[config.mk]
export PLATFORM = sky130hd
export DESIGN_NAME = masked_port
export DESIGN_NICKNAME = d
export VERILOG_FILES = /design/src/rtl/mport_pkg.sv /design/src/rtl/mport_sync.sv /design/src/rtl/mport_decode.sv /design/src/rtl/mport_regs.sv /design/src/rtl/masked_port.sv
export SDC_FILE = /design/constraint.sdc
export NUM_CORES = 1
export LEC_CHECK = 0
export ABC_AREA = 1
export BUFFER_PORTS_ARGS = -buffer_cell sky130_fd_sc_hd__buf_4
export CORE_UTILIZATION = 50
export CTS_CLUSTER_SIZE = 12
export DETAILED_ROUTE_END_ITERATION = 12
export PLACE_DENSITY_LB_ADDON = 0.3
export RECOVER_POWER = 25
export SLEW_MARGIN = 10
export SYNTH_ARGS = -nofsm -noshare
export SYNTH_HDL_FRONTEND = slang
export SYNTH_SLANG_ARGS = --single-unit
[constraint.sdc]
create_clock -name clk -period 1.6 [get_ports clk]
set_input_delay 0 -clock clk [delete_from_list [all_inputs] [get_ports clk]]
set_output_delay 0 -clock clk [all_outputs]
set_load 0.05 [all_outputs]
[src/rtl/mport_pkg.sv]
package mport_pkg;

    typedef enum logic {
        ACC_IDLE = 1'b0,
        ACC_RESP = 1'b1
    } acc_state_e;

    typedef enum logic [1:0] {
        SEL_NONE = 2'd0,
        SEL_DATA = 2'd1,
        SEL_DIR  = 2'd2
    } reg_sel_e;

endpackage

[src/rtl/mport_sync.sv]
module mport_sync #(
    parameter int unsigned W      = 8,
    parameter int unsigned STAGES = 2
) (
    input  logic         clk,
    input  logic         rst_n,
    input  logic [W-1:0] async_in,
    output logic [W-1:0] sync_out
);

    logic [W-1:0] stage_q [STAGES];

    generate
        for (genvar s = 0; s < STAGES; s++) begin : g_stage
            if (s == 0) begin : g_first
                always_ff @(posedge clk or negedge rst_n) begin
                    if (!rst_n) stage_q[s] <= '0;
                    else        stage_q[s] <= async_in;
                end
            end else begin : g_next
                always_ff @(posedge clk or negedge rst_n) begin
                    if (!rst_n) stage_q[s] <= '0;
                    else        stage_q[s] <= stage_q[s-1];
                end
            end
        end
    endgenerate

    assign sync_out = stage_q[STAGES-1];

endmodule

[src/rtl/mport_decode.sv]
module mport_decode
    import mport_pkg::*;
#(
    parameter int unsigned ADDR_W     = 12,
    parameter int unsigned PIN_W      = 8,
    parameter int unsigned DIR_OFFSET = 32'h400
) (
    input  logic [ADDR_W-1:0] addr,
    output reg_sel_e          sel,
    output logic [PIN_W-1:0]  mask
);

    localparam int unsigned     WIN_LSB  = PIN_W + 2;
    localparam logic [ADDR_W-1:0] DIR_ADDR = ADDR_W'(DIR_OFFSET);
    localparam logic [ADDR_W-3:0] DIR_WORD = DIR_ADDR[ADDR_W-1:2];

    logic       in_window;
    logic       is_dir;
    logic [1:0] unused_byte_lane;

    assign unused_byte_lane = addr[1:0];
    assign in_window        = (addr[ADDR_W-1:WIN_LSB] == '0);
    assign is_dir           = (addr[ADDR_W-1:2] == DIR_WORD);
    assign mask             = addr[WIN_LSB-1:2];

    always_comb begin
        if (in_window)   sel = SEL_DATA;
        else if (is_dir) sel = SEL_DIR;
        else             sel = SEL_NONE;
    end

endmodule

[src/rtl/mport_regs.sv]
module mport_regs #(
    parameter int unsigned PIN_W = 8
) (
    input  logic             clk,
    input  logic             rst_n,
    input  logic             data_wr,
    input  logic             dir_wr,
    input  logic [PIN_W-1:0] wr_mask,
    input  logic [PIN_W-1:0] wr_value,
    input  logic [PIN_W-1:0] pin_level,
    output logic [PIN_W-1:0] data_q,
    output logic [PIN_W-1:0] dir_q
);

    always_ff @(posedge clk or negedge rst_n) begin
        if (!rst_n)      dir_q <= '0;
        else if (dir_wr) dir_q <= wr_value;
    end

    generate
        for (genvar i = 0; i < PIN_W; i++) begin : g_bit
            always_ff @(posedge clk or negedge rst_n) begin
                if (!rst_n) begin
                    data_q[i] <= 1'b0;
                end else if (!dir_q[i]) begin
                    data_q[i] <= pin_level[i];
                end else if (data_wr && wr_mask[i]) begin
                    data_q[i] <= wr_value[i];
                end
            end
        end
    endgenerate

endmodule

[src/rtl/masked_port.sv]
module masked_port
    import mport_pkg::*;
#(
    parameter int unsigned ADDR_W      = 12,
    parameter int unsigned PIN_W       = 8,
    parameter int unsigned SYNC_STAGES = 2,
    parameter int unsigned DIR_OFFSET  = 32'h400
) (
    input  logic              clk,
    input  logic              rst_n,
    input  logic              bus_req,
    input  logic              bus_we,
    input  logic [ADDR_W-1:0] bus_addr,
    input  logic [PIN_W-1:0]  bus_wdata,
    output logic              bus_ready,
    output logic              bus_ack,
    output logic [PIN_W-1:0]  bus_rdata,
    input  logic [PIN_W-1:0]  pin_in,
    output logic [PIN_W-1:0]  pin_out
);

    acc_state_e       state_q, state_d;
    reg_sel_e         acc_sel;
    logic [PIN_W-1:0] acc_mask;
    logic [PIN_W-1:0] pin_sync;
    logic [PIN_W-1:0] data_q;
    logic [PIN_W-1:0] dir_q;
    logic [PIN_W-1:0] rdata_q;
    logic             accept;

    mport_sync #(.W(PIN_W), .STAGES(SYNC_STAGES)) u_sync (
        .clk      (clk),
        .rst_n    (rst_n),
        .async_in (pin_in),
        .sync_out (pin_sync)
    );

    mport_decode #(.ADDR_W(ADDR_W), .PIN_W(PIN_W), .DIR_OFFSET(DIR_OFFSET)) u_decode (
        .addr (bus_addr),
        .sel  (acc_sel),
        .mask (acc_mask)
    );

    assign accept = bus_req && (state_q == ACC_IDLE);

    mport_regs #(.PIN_W(PIN_W)) u_regs (
        .clk       (clk),
        .rst_n     (rst_n),
        .data_wr   (accept && bus_we && (acc_sel == SEL_DATA)),
        .dir_wr    (accept && bus_we && (acc_sel == SEL_DIR)),
        .wr_mask   (acc_mask),
        .wr_value  (bus_wdata),
        .pin_level (pin_sync),
        .data_q    (data_q),
        .dir_q     (dir_q)
    );

    // state register
    always_ff @(posedge clk or negedge rst_n) begin
        if (!rst_n) state_q <= ACC_IDLE;
        else        state_q <= state_d;
    end

    // transitions: wait, accept, complete
    always_comb begin
        state_d = state_q;
        unique case (state_q)
            ACC_IDLE: if (bus_req) state_d = ACC_RESP;
            ACC_RESP: state_d = ACC_IDLE;
            default:  state_d = ACC_IDLE;
        endcase
    end

    // outputs
    always_comb begin
        bus_ready = (state_q == ACC_IDLE);
        bus_ack   = (state_q == ACC_RESP);
    end

    always_ff @(posedge clk or negedge rst_n) begin
        if (!rst_n) begin
            rdata_q <= '0;
        end else if (accept) begin
            if (bus_we) begin
                rdata_q <= '0;
            end else begin
                unique case (acc_sel)
                    SEL_DATA: rdata_q <= data_q & acc_mask;
                    SEL_DIR:  rdata_q <= dir_q;
                    default:  rdata_q <= '0;
                endcase
            end
        end
    end

    assign bus_rdata = rdata_q;
    assign pin_out   = (data_q & dir_q) | ~dir_q;

endmodule

==> results.toml <==
[cells_and_area]
diodes = 0
mostFrequentLayoutCells = "nand2_1 (79), dfrtp_1 (41), buf_4 (39)"
syn2layout_area_growth_pct = 38.8
final_common_cell = "nand2_1"
nNetsFinal = 314
utilization_pct = 74.6
drive_gt1_share_pct = 28.6

[routing]
wl_met1_mm = 1.55
drc_errors = 0
ant_nets = 0
wl_met3_um = 209
top_layer_used = "met4"
drtIter0Drc = 81
via_per_inst = 4.78
routed_wl_mm = 3.64
vias = 1573
met2_length_mm = 1.82
drt-pass1-iter-count = 4
wire_per_inst_um = 11.1

[synthesis]
yosys_warnings = 0
synth-seq-area-share_pct = 55.9
ys_ff_latch = 41
synth_cells = 202
syn_area_um2 = 1840
ys_types = 17
synth_nets = 234
avgSynthCellArea_um2 = 9.09

[clock_tree]
cts_sinks = 41
clkLatencyLatePin_ps = 340
cts_buffers = 5
cts.htree.levels = 2
tritoncts = "done"
cts_root_buffer = "clkbuf_4"
clk_pin_slew_ps = 110
clockBufferDepth = 2

[outcome]
outcome = "finished, final reports clean"

[sta]
max_freq_ghz = 0.735
slew_viol_final = 0
fin_crit_ps = 1360
relSlewSlack_pct = 33.5
fin_hold_ws_ps = 45.2
setup_violations = 0
worstMarginPinSlew_ps = 998
hold_viol_final = 0
fin_crit_sh_pct = 85.1
rsz0062_at_grt = "false"
tns_ps = 0
skew_ps = 9.65

[global_routing]
track_usage_pct = 20.8
grt_first_pass_wirelength_mm = 6.27
grt_max_degree = 42
first_global_vias = 1471
overflow = 0
antenna_found_initial = 0

[worst_setup_path]
worstPathArrival_ps = 1590
critPathLaunchType = "flip-flop"
cp_max_fo = 16
r2r-end = "u_regs.dir_q[3]$_DFFE_PN0P_"
r2r-start = "bus_ack$_DFF_PN0_"
r2r_setup_slack_ps = 240
required_ps = 1830
ff2ff_path_depth = 5
worstSetupPathType = "reg2reg"
cp-end-kind = "flip-flop"

[placed_design]
port_buffers = 47
hpwlAfterDp_mm = 2.41
place.gp.congestion = 0.749

[floorplan]
ios = 50
die_h_um = 62.6
die_w_um = 62.6
die_area_um2 = 3920
start_util_pct = 53.7
fp.coreArea_um2 = 3420
rows = 21

[power_and_ir_drop]
leakage_nw = 1.32
ir_drop_uv = 689
power.density_nw_per_um2 = 724

[hold_path]
hold_path.class = "in2reg"
whs_path_depth = 6
min_to = "bus_rdata[6]$_DFFE_PN0P_"
holdCritStartpoint = "bus_addr[11]"

[run]
maxCapViolations = 0
## cell families after synthesis
group                  Yosys count  synth area share, %
AND/OR/NAND/NOR                122                 31.2
AO/OA/AOI/OAI                   12                 4.91
flip-flops                      41                 55.9
multiplexers                     4                 2.45
buffers and inverters           23                 5.52
## per-layer routing
layer	vias to the layer above	GRT usage, %
met5	-	0
li1	792	-
met3	8	5.11
met1	721	26.2
met2	52	34.0
met4	0	9.01
## state kept, by name, indices dropped and copies added, names as in the netlist
| name | flops |
|---|---|
| bus_rdata | 8 |
| u_regs.data_q | 8 |
| u_regs.dir_q | 8 |
| u_sync.stage_q | 8 |
| u_sync.sync_out | 8 |
| bus_ack | 1 |
## report_power, final
group	switching (mW)	internal, mW	leakage (nW)
sequential	0.0197	1.07	0.515
clock	0.309	0.175	0.0265
combinational	0.137	0.128	0.778
total	0.466	1.38	1.32
## worst max path at each step
stage	slack, ps	end	cells after the start	start
after global placement	310	u_regs.dir_q[4]$_DFFE_PN0P_	5	bus_ack$_DFF_PN0_
after CTS	230	u_regs.dir_q[3]$_DFFE_PN0P_	5	bus_ack$_DFF_PN0_
after detailed placement	250	u_regs.dir_q[6]$_DFFE_PN0P_	5	bus_ack$_DFF_PN0_
final	240	u_regs.dir_q[3]$_DFFE_PN0P_	5	bus_ack$_DFF_PN0_
after floorplan	150	u_regs.dir_q[0]$_DFFE_PN0P_	6	bus_ack$_DFF_PN0_
after global routing	130	u_regs.dir_q[6]$_DFFE_PN0P_	5	bus_ack$_DFF_PN0_
## cells in the mapped netlist (all sizes together)
cell type / count / area share (%)
clkinv: 1 / 0.20
and2: 1 / 0.34
or2: 4 / 1.4
mux2: 4 / 2.5
nand2: 83 / 18
o21ai: 12 / 4.9
nor2: 9 / 4.4
dfrtp: 41 / 56
nand3: 24 / 6.5
buf: 2 / 1.2
inv: 20 / 4.1
nand3b: 1 / 1.1
## worst max-delay path: stages, from the launching register on
cell and delay, ps:
dfrtp_1 430, nor2_2 160, nand2_1 130, nand3b_4 330, nand2_1 150, o21ai_2 50
## layout make-up
type | instances | area (um2)
Sequential cell | 41 | 1030
Fill cell | 279 | 868
Multi-Input combinational cell | 138 | 708
Timing Repair Buffer | 75 | 628
Inverter | 21 | 78.8
Tap cell | 46 | 57.6
Clock buffer | 8 | 48.8
## stage by stage
step	instance area, um2	cells	total power [mW]	worst slack, ps
floorplan	1840	202	1.21	154
global placement	2230	294	1.33	305
detailed placement	2230	294	1.33	246
CTS	2550	329	1.86	231
global route	2550	329	1.93	131
finish	2550	329	1.84	239
## what timing repair did
| action | in CTS | in global routing |
|---|---|---|
| gates resized for setup | 0 | 0 |
| buffers inserted | 0 | 0 |
| hold buffers | 27 | 0 |
| hold endpoints to repair | 74 | 0 |
No activity file was read; power rests on OpenSTA's default activity.
